`config.mk`:
```
export PLATFORM = sky130hd
export DESIGN_NAME = intc_dual_route
export DESIGN_NICKNAME = d
export VERILOG_FILES = /design/src/rtl/intc_pkg.sv /design/src/rtl/intc_src_front.sv /design/src/rtl/intc_pend_route.sv /design/src/rtl/intc_cfg_regs.sv /design/src/rtl/intc_dual_route.sv
export SDC_FILE = /design/constraint.sdc
export NUM_CORES = 2
export LEC_CHECK = 0
export ABC_AREA = 1
export BUFFER_PORTS_ARGS = -buffer_cell sky130_fd_sc_hd__buf_2
export CAP_MARGIN = 10
export CORE_MARGIN = 5
export CORE_UTILIZATION = 55
export DETAILED_ROUTE_END_ITERATION = 6
export PLACE_DENSITY = 0.72
export REMOVE_ABC_BUFFERS = 1
export SLEW_MARGIN = 0
export SYNTH_ARGS = -nofsm -noshare
export SYNTH_HDL_FRONTEND = slang
export SYNTH_SLANG_ARGS = --single-unit
```
`constraint.sdc`:
```
create_clock -name clk -period 12.16 [get_ports clk]
set_clock_uncertainty 0.2 [all_clocks]
set_input_delay 2.432 -clock clk [delete_from_list [all_inputs] [get_ports clk]]
set_output_delay 2.432 -clock clk [all_outputs]
set_load 0.005 [all_outputs]
```
`src/rtl/intc_pkg.sv`:
```
// Shared constants and the register-decode type for the grouped interrupt
// aggregator. Assumes 32-bit bus words and at most eight groups.
package intc_pkg;

    localparam int WORD_W    = 32;
    localparam int CFG_BANKS = 4;
    localparam int RO_BANKS  = 3;

    // Which register an address selects; config banks first, in map order.
    typedef enum logic [3:0] {
        BK_TYPE = 4'd0,
        BK_POL  = 4'd1,
        BK_SEL  = 4'd2,
        BK_EN   = 4'd3,
        BK_CLR  = 4'd4,
        BK_M1   = 4'd5,
        BK_M0   = 4'd6,
        BK_SUM  = 4'd7,
        BK_NONE = 4'd8
    } bank_sel_e;

endpackage

```
`src/rtl/intc_src_front.sv`:
```
// Request front end: a chain of synchronizer flops per source, then
// polarity-adjusted level and edge detection.
// Assumes pol_i is quasi-static; a polarity flip never creates an edge
// because the current and previous samples both flip together.
module intc_src_front #(
    parameter int NSRC        = 224,
    parameter int SYNC_STAGES = 2
) (
    input  logic            clk,
    input  logic            rst_n,
    input  logic [NSRC-1:0] src_in,
    input  logic [NSRC-1:0] pol_i,
    output logic [NSRC-1:0] act_lvl_o,
    output logic [NSRC-1:0] act_edge_o
);

    localparam int CHAIN = SYNC_STAGES + 1;

    logic [NSRC-1:0] stage_q [CHAIN];
    logic [NSRC-1:0] now_act;
    logic [NSRC-1:0] prev_act;

    // Shift the raw requests through the synchronizer and history flops.
    always_ff @(posedge clk) begin
        if (!rst_n) begin
            for (int s = 0; s < CHAIN; s++) stage_q[s] <= '0;
        end else begin
            stage_q[0] <= src_in;
            for (int s = 1; s < CHAIN; s++) stage_q[s] <= stage_q[s-1];
        end
    end

    // Fold in polarity so that 1 always means "active".
    always_comb begin
        now_act  = stage_q[SYNC_STAGES-1] ^ pol_i;
        prev_act = stage_q[SYNC_STAGES]   ^ pol_i;
    end

    assign act_lvl_o  = now_act;
    assign act_edge_o = now_act & ~prev_act;

endmodule

```
`src/rtl/intc_pend_route.sv`:
```
// Pending state and routing: edge latches with write-1-to-clear, level
// pass-through, per-output masking, per-group summary and parent outputs.
// Assumes NUM_GRP <= 8 so both summary fields fit in one word.
module intc_pend_route #(
    parameter int NUM_GRP = 7
) (
    input  logic                          clk,
    input  logic                          rst_n,
    input  logic [NUM_GRP*intc_pkg::WORD_W-1:0] type_i,
    input  logic [NUM_GRP*intc_pkg::WORD_W-1:0] en_i,
    input  logic [NUM_GRP*intc_pkg::WORD_W-1:0] sel_i,
    input  logic [NUM_GRP*intc_pkg::WORD_W-1:0] act_lvl_i,
    input  logic [NUM_GRP*intc_pkg::WORD_W-1:0] act_edge_i,
    input  logic [NUM_GRP*intc_pkg::WORD_W-1:0] clr_i,
    output logic [NUM_GRP*intc_pkg::WORD_W-1:0] masked0_o,
    output logic [NUM_GRP*intc_pkg::WORD_W-1:0] masked1_o,
    output logic [intc_pkg::WORD_W-1:0]         summary_o,
    output logic                          irq0_o,
    output logic                          irq1_o
);
    import intc_pkg::*;

    localparam int NBITS   = NUM_GRP * WORD_W;
    localparam int OUT0_SH = 8;

    logic [NBITS-1:0] edge_q;
    logic [NBITS-1:0] edge_set;
    logic [NBITS-1:0] pend;

    assign edge_set = act_edge_i & type_i;

    // Edge latch: a new edge sets, a clear bit resets, and set wins.
    always_ff @(posedge clk) begin
        if (!rst_n) edge_q <= '0;
        else        edge_q <= (edge_q & ~clr_i) | edge_set;
    end

    // Effective pending: the latch for edge sources, the live level otherwise.
    always_comb begin
        pend      = (type_i & edge_q) | (~type_i & act_lvl_i);
        masked0_o = pend & en_i & sel_i;
        masked1_o = pend & en_i & ~sel_i;
    end

    // Per-group summary bits, one field for each parent output.
    always_comb begin
        summary_o = '0;
        for (int g = 0; g < NUM_GRP; g++) begin
            summary_o[g]           = |masked1_o[g*WORD_W +: WORD_W];
            summary_o[OUT0_SH + g] = |masked0_o[g*WORD_W +: WORD_W];
        end
    end

    // Parent outputs straight from the masked vectors.
    assign irq0_o = |masked0_o;
    assign irq1_o = |masked1_o;


    edge_latch_chk: assert property (@(posedge clk) disable iff (!rst_n)
        (|edge_set) |=> (($past(edge_set) & ~edge_q) == '0));


    clear_chk: assert property (@(posedge clk) disable iff (!rst_n)
        (|(clr_i & ~edge_set)) |=> (($past(clr_i & ~edge_set) & edge_q) == '0));


    irq0_sum_chk: assert property (@(posedge clk) disable iff (!rst_n)
        irq0_o == (|summary_o[OUT0_SH +: NUM_GRP]));


    irq1_sum_chk: assert property (@(posedge clk) disable iff (!rst_n)
        irq1_o == (|summary_o[NUM_GRP-1:0]));

endmodule

```
`src/rtl/intc_cfg_regs.sv`:
```
// Register block: address decode, the four read/write configuration banks,
// the clear strobe and the registered read-data mux.
// Assumes word addressing; region two starts at REGB_BASE with the summary
// word at REGB_BASE + SUM_OFS, beyond the three region-two banks.
module intc_cfg_regs #(
    parameter int NUM_GRP   = 7,
    parameter int ADDR_W    = 6,
    parameter int REGB_BASE = 32,
    parameter int SUM_OFS   = 31
) (
    input  logic                          clk,
    input  logic                          rst_n,
    input  logic [ADDR_W-1:0]             bus_addr,
    input  logic                          bus_wen,
    input  logic                          bus_ren,
    input  logic [intc_pkg::WORD_W-1:0]   bus_wdata,
    output logic [intc_pkg::WORD_W-1:0]   bus_rdata,
    input  logic [NUM_GRP*intc_pkg::WORD_W-1:0] masked0_i,
    input  logic [NUM_GRP*intc_pkg::WORD_W-1:0] masked1_i,
    input  logic [intc_pkg::WORD_W-1:0]   summary_i,
    output logic [NUM_GRP*intc_pkg::WORD_W-1:0] type_o,
    output logic [NUM_GRP*intc_pkg::WORD_W-1:0] pol_o,
    output logic [NUM_GRP*intc_pkg::WORD_W-1:0] sel_o,
    output logic [NUM_GRP*intc_pkg::WORD_W-1:0] en_o,
    output logic [NUM_GRP*intc_pkg::WORD_W-1:0] clr_o
);
    import intc_pkg::*;

    localparam int NBITS   = NUM_GRP * WORD_W;
    localparam int CFG_TOP = CFG_BANKS * NUM_GRP;
    localparam int RO_TOP  = RO_BANKS * NUM_GRP;

    logic [NBITS-1:0]  bank_q [CFG_BANKS];
    logic [4*NBITS-1:0] cfg_flat;
    bank_sel_e         dec_bank;
    int                dec_grp;
    logic [WORD_W-1:0] rd_word;
    logic [WORD_W-1:0] rdata_q;

    // Map a word address to a bank and a group index.
    always_comb begin
        int a;
        int b;
        a        = int'(bus_addr);
        b        = a - REGB_BASE;
        dec_bank = BK_NONE;
        dec_grp  = 0;
        if (a < REGB_BASE) begin
            if (a < CFG_TOP) begin
                dec_bank = bank_sel_e'(4'(a / NUM_GRP));
                dec_grp  = a % NUM_GRP;
            end
        end else if (b == SUM_OFS) begin
            dec_bank = BK_SUM;
        end else if (b < RO_TOP) begin
            dec_bank = bank_sel_e'(4'(CFG_BANKS + b / NUM_GRP));
            dec_grp  = b % NUM_GRP;
        end
    end

    // Store writes to the configuration banks.
    always_ff @(posedge clk) begin
        if (!rst_n) begin
            for (int k = 0; k < CFG_BANKS; k++) bank_q[k] <= '0;
        end else if (bus_wen && (int'(dec_bank) < CFG_BANKS)) begin
            bank_q[int'(dec_bank)][dec_grp*WORD_W +: WORD_W] <= bus_wdata;
        end
    end

    // One-cycle clear strobe aimed at the addressed group.
    always_comb begin
        clr_o = '0;
        if (bus_wen && dec_bank == BK_CLR)
            clr_o[dec_grp*WORD_W +: WORD_W] = bus_wdata;
    end

    // Select the word being read.
    always_comb begin
        case (dec_bank)
            BK_TYPE, BK_POL, BK_SEL, BK_EN:
                rd_word = bank_q[int'(dec_bank)][dec_grp*WORD_W +: WORD_W];
            BK_M1:   rd_word = masked1_i[dec_grp*WORD_W +: WORD_W];
            BK_M0:   rd_word = masked0_i[dec_grp*WORD_W +: WORD_W];
            BK_SUM:  rd_word = summary_i;
            default: rd_word = '0;
        endcase
    end

    // Register read data on a read strobe.
    always_ff @(posedge clk) begin
        if (!rst_n)       rdata_q <= '0;
        else if (bus_ren) rdata_q <= rd_word;
    end

    assign bus_rdata = rdata_q;
    assign type_o    = bank_q[BK_TYPE];
    assign pol_o     = bank_q[BK_POL];
    assign sel_o     = bank_q[BK_SEL];
    assign en_o      = bank_q[BK_EN];
    assign cfg_flat  = {bank_q[3], bank_q[2], bank_q[1], bank_q[0]};


    ro_write_chk: assert property (@(posedge clk) disable iff (!rst_n)
        (bus_wen && (int'(dec_bank) >= CFG_BANKS)) |=> $stable(cfg_flat));

endmodule

```
`src/rtl/intc_dual_route.sv`:
```
// Top of the two-output grouped interrupt aggregator: joins the register
// block, the request front end and the pending/routing stage.
// Assumes NUM_GRP <= 8 and that region two sits above the config banks.
module intc_dual_route #(
    parameter int NUM_GRP     = 7,
    parameter int ADDR_W      = 6,
    parameter int REGB_BASE   = 32,
    parameter int SUM_OFS     = 31,
    parameter int SYNC_STAGES = 2
) (
    input  logic                                  clk,
    input  logic                                  rst_n,
    input  logic [NUM_GRP*intc_pkg::WORD_W-1:0]   src_in,
    input  logic [ADDR_W-1:0]                     bus_addr,
    input  logic                                  bus_wen,
    input  logic                                  bus_ren,
    input  logic [intc_pkg::WORD_W-1:0]           bus_wdata,
    output logic [intc_pkg::WORD_W-1:0]           bus_rdata,
    output logic                                  irq_out0,
    output logic                                  irq_out1
);
    import intc_pkg::*;

    localparam int NBITS = NUM_GRP * WORD_W;

    logic [NBITS-1:0]  type_w, pol_w, sel_w, en_w, clr_w;
    logic [NBITS-1:0]  lvl_w, edge_w;
    logic [NBITS-1:0]  m0_w, m1_w;
    logic [WORD_W-1:0] sum_w;

    intc_cfg_regs #(
        .NUM_GRP(NUM_GRP), .ADDR_W(ADDR_W),
        .REGB_BASE(REGB_BASE), .SUM_OFS(SUM_OFS)
    ) u_regs (
        .clk(clk), .rst_n(rst_n),
        .bus_addr(bus_addr), .bus_wen(bus_wen), .bus_ren(bus_ren),
        .bus_wdata(bus_wdata), .bus_rdata(bus_rdata),
        .masked0_i(m0_w), .masked1_i(m1_w), .summary_i(sum_w),
        .type_o(type_w), .pol_o(pol_w), .sel_o(sel_w), .en_o(en_w),
        .clr_o(clr_w)
    );

    intc_src_front #(
        .NSRC(NBITS), .SYNC_STAGES(SYNC_STAGES)
    ) u_front (
        .clk(clk), .rst_n(rst_n),
        .src_in(src_in), .pol_i(pol_w),
        .act_lvl_o(lvl_w), .act_edge_o(edge_w)
    );

    intc_pend_route #(
        .NUM_GRP(NUM_GRP)
    ) u_pend (
        .clk(clk), .rst_n(rst_n),
        .type_i(type_w), .en_i(en_w), .sel_i(sel_w),
        .act_lvl_i(lvl_w), .act_edge_i(edge_w), .clr_i(clr_w),
        .masked0_o(m0_w), .masked1_o(m1_w), .summary_o(sum_w),
        .irq0_o(irq_out0), .irq1_o(irq_out1)
    );

endmodule

```
==> flow_summary.yaml <==
hold_path:
  whs_endpoint: "u_front.stage_q[0][413]$_SDFF_PN0_"
  hold_depth: 2
  timing.hold.worst.class: "flop to flop"
  min-delay-start: "u_front.stage_q[0][189]$_SDFF_PN0_"
logic_synthesis:
  synth_top_area_share: 0.290
  post_synth_most_frequent_cells: "nand2_1, inv_1, nor2_1"
  asyncSetResetFlopFracSynth: 0
  postSynthCellCount: 12496
  synth.distinct_cells: 49
  synth_enable_flop_cells: 896
  mappedNetlistArea_sq_um: 92700
  synth_area_leaders: "edfxtp_1, dfxtp_1, nand2_1"
  synth_sequential_area_ratio: 0.491
  ys_seq_elements: 1824
  yosys.cell_count.top_type: "nand2_1"
  number_of_synthesis_warnings: 0
  synth_largest_area_cell: "edfxtp_1"
  yosys_most_used_dff: "dfxtp_1"
  postSynthAreaPerCell_sq_um: 7.42
timing:
  slew_headroom: 0.116
  clock.fmax_mhz: 105
  worst_slew_pin_slew_ps: 1330
  timing.final.crit_share: 0.782
  post-route-min-period_ps: 9500
  total_negative_setup_slack_ps: 0
  max_slew_violation_count: 0
  rsz0062_at_grt: "false"
  finalHoldViolations: 0
  setup_violations: 0
cts:
  cts_htree_levels: 4
  cts-root-to-sink-buffers: 3
  cts.sinks: 1824
  cts.root.buffer_cell: "clkbuf_16"
  cts_hold_repair.buffers: 0
  cts.repair_timing.setup_buffer_count: 0
  clk_transition_reported_paths_ps: 60
  cts_tree: "yes"
  cts_inserted_buffers: 194
  clk-insertion-delay-late_ps: 890
  cts.repair.resized: 0
run_status:
  status: "complete, but fails checks"
  failed_checks: "design-rule violations"
critical_path:
  critPathCaptureType: "flop"
  timing.critical_path.arrival_ps: 9850
  register_to_register_path_setup_slack_ps: 8550
  timing.critical_path.slowest_stage_cell: "nand3_4"
  timing_worst_setup_path_type: "input pin to flop"
  worstReg2RegEnd: "u_regs.bus_rdata[2]$_SDFFE_PN0P_"
  timing.rr.start: "u_regs.bank_q[1][94]$_SDFFCE_PN0P_"
  required_ps: 12500
  path_max_fanout: 61
  cp_common_cell: "nand2_1"
  worst_r2r_path_depth: 12
  critPathLaunchType: "input pin"
  cp_slowest_stage_delay_ps: 530
  cp_num_buf_inv: 8
  critical-path-top-delay-family: "simple AND/OR/NAND/NOR gates"
global_routing:
  grt.overflow.total: 0
  gr-usage-all-layers: 0.437
  initial_antenna_violation_count: 26
  grt_first_pass_wirelength_um: 560000
  grt_max_degree: 143
  grt_pass1_vias: 81767
routing:
  final_antenna_net_count: 0
  wl_um: 397000
  post-route-drc-count: 62
  num_vias: 89794
  detail_route.first_pass.iterations: 7
  route.detailed.wl_per_inst_um: 26.4
  dr.first_iter.drc_count: 14367
  drt-vias-per-instance: 5.96
final_layout:
  register_area_sq_um: 45500
  syn2layout_area_growth_pct: 11.8
  layoutNonFillerInstCount: 15065
  multi_input_area_sq_um: 36200
  final_net_count: 12947
  fillCellCount: 14978
  final_layout_size_suffix_gt1_frac: 0.114
pwr:
  leakagePower_uw: 0.0501
  power-per-cell-area_nw_per_um2: 173
  max-vdd-ir-drop_mv: 0.179
run:
  maxCapViolations: 0
floorplanning:
  fp.dieW_um: 420
  chipHeight_um: 420
  start_util: 0.554
  ios: 300
  placementRows: 150
  floorplan.die_area_sq_um: 177000
  placeableCoreArea_sq_um: 167000
place:
  io_buffer_count: 299
  post-place-cells: 14677
  hpwl_um: 276000
  finalWeightedCongestion: 1.05
cell usage in the layout (no fill, tap or decap), types with 12 or more instances in the layout:
cell type	instances
a21oi_1	431
clkinv_2	34
o21ai_0	362
clkbuf_8	37
inv_2	196
o211ai_1	151
nand3_1	802
ha_1	12
nor3_1	15
xnor2_1	16
clkbuf_1	40
buf_12	26
buf_4	227
nor2_1	1416
nand3_4	24
edfxtp_1	896
nand2_1	3336
mux2i_1	80
o22ai_1	128
o2111ai_1	69
nand2_2	15
nor2_4	12
clkbuf_16	209
buf_2	298
or2_2	288
inv_1	2106
nor4_1	55
nand4_1	504
dfxtp_1	928
diode_2	20
nand3_2	12
sequential cells by signal, indices dropped and copies added, names as in the netlist:
name / cells
u_regs.bus_rdata: 32
u_pend.edge_q: 224
u_front.stage_q: 672
u_regs.bank_q: 896
report_power, final:
part           internal, uW  total (uW)  leakage [uW]  switching, uW
Combinational          1030        4680        0.0307           3650
Sequential             6780        7030        0.0161            250
Clock                  3560        6240       0.00330           2680
Total                 11400       18000        0.0501           6590
through the flow:
step / total power, uW / setup slack [ps] / hold slack (ps) / util / cell area (sq um)
floorplan: 9360 / -17090 / 190 / - / 90200
global route: 18400 / 2140 / 222 / 0.619 / 104000
finish: 18000 / 2660 / 191 / 0.619 / 104000
detailed placement: 11500 / 1870 / 196 / 0.579 / 96900
global placement: 11500 / 2010 / 192 / 0.579 / 96900
CTS: 17700 / 2720 / 210 / 0.619 / 104000
kinds of logic after synthesis:
logic type,share of synthesized area
xor+xnor,0.00207
compound gates,0.0715
mux,0.00864
fa+ha+maj,0.00162
flops,0.491
simple gates,0.305
buf+inv,0.120
layout make-up:
cell class,count,area share
diodes,20,0.000483
clock buffers,286,0.0568
clock inverters,82,0.00799
inverters,2309,0.0838
multi-input cells,7788,0.349
flip-flops and latches,1824,0.439
well taps,2204,0.0266
repair buffers,552,0.0360
worst min-delay path, delay by kind of cell (launching register included):
kind	cells	cell delay [ps]
flops	1	300
simple gates	1	50
buf+inv	1	40
worst max-delay path by stage:
| stage | end | start | slack, ps | cells after the start |
|---|---|---|---|---|
| after global placement | u_regs.bank_q[0][37]$_SDFFCE_PN0P_ | bus_addr[0] | 2010 | 39 |
| final | u_regs.bank_q[2][34]$_SDFFCE_PN0P_ | bus_addr[0] | 2660 | 39 |
| after global routing | u_regs.bank_q[2][50]$_SDFFCE_PN0P_ | bus_addr[0] | 2140 | 39 |
| after floorplan | u_pend.edge_q[0]$_SDFF_PN0_ | bus_addr[2] | -17090 | 12 |
| after CTS | u_regs.bank_q[2][50]$_SDFFCE_PN0P_ | bus_addr[0] | 2720 | 39 |
| after detailed placement | u_regs.bank_q[2][54]$_SDFFCE_PN0P_ | bus_addr[0] | 1870 | 39 |
per-layer routing:
layer / up-vias / GRT usage / part of all wire
met3: 1572 / 0.136 / 0.14
met4: 4 / 0.338 / 0.096
met2: 6572 / 0.620 / 0.40
met5: - / 0 / 0.000068
met1: 41660 / 0.554 / 0.36
li1: 39986 / - / -
No activity file was read; power rests on OpenSTA's default activity.
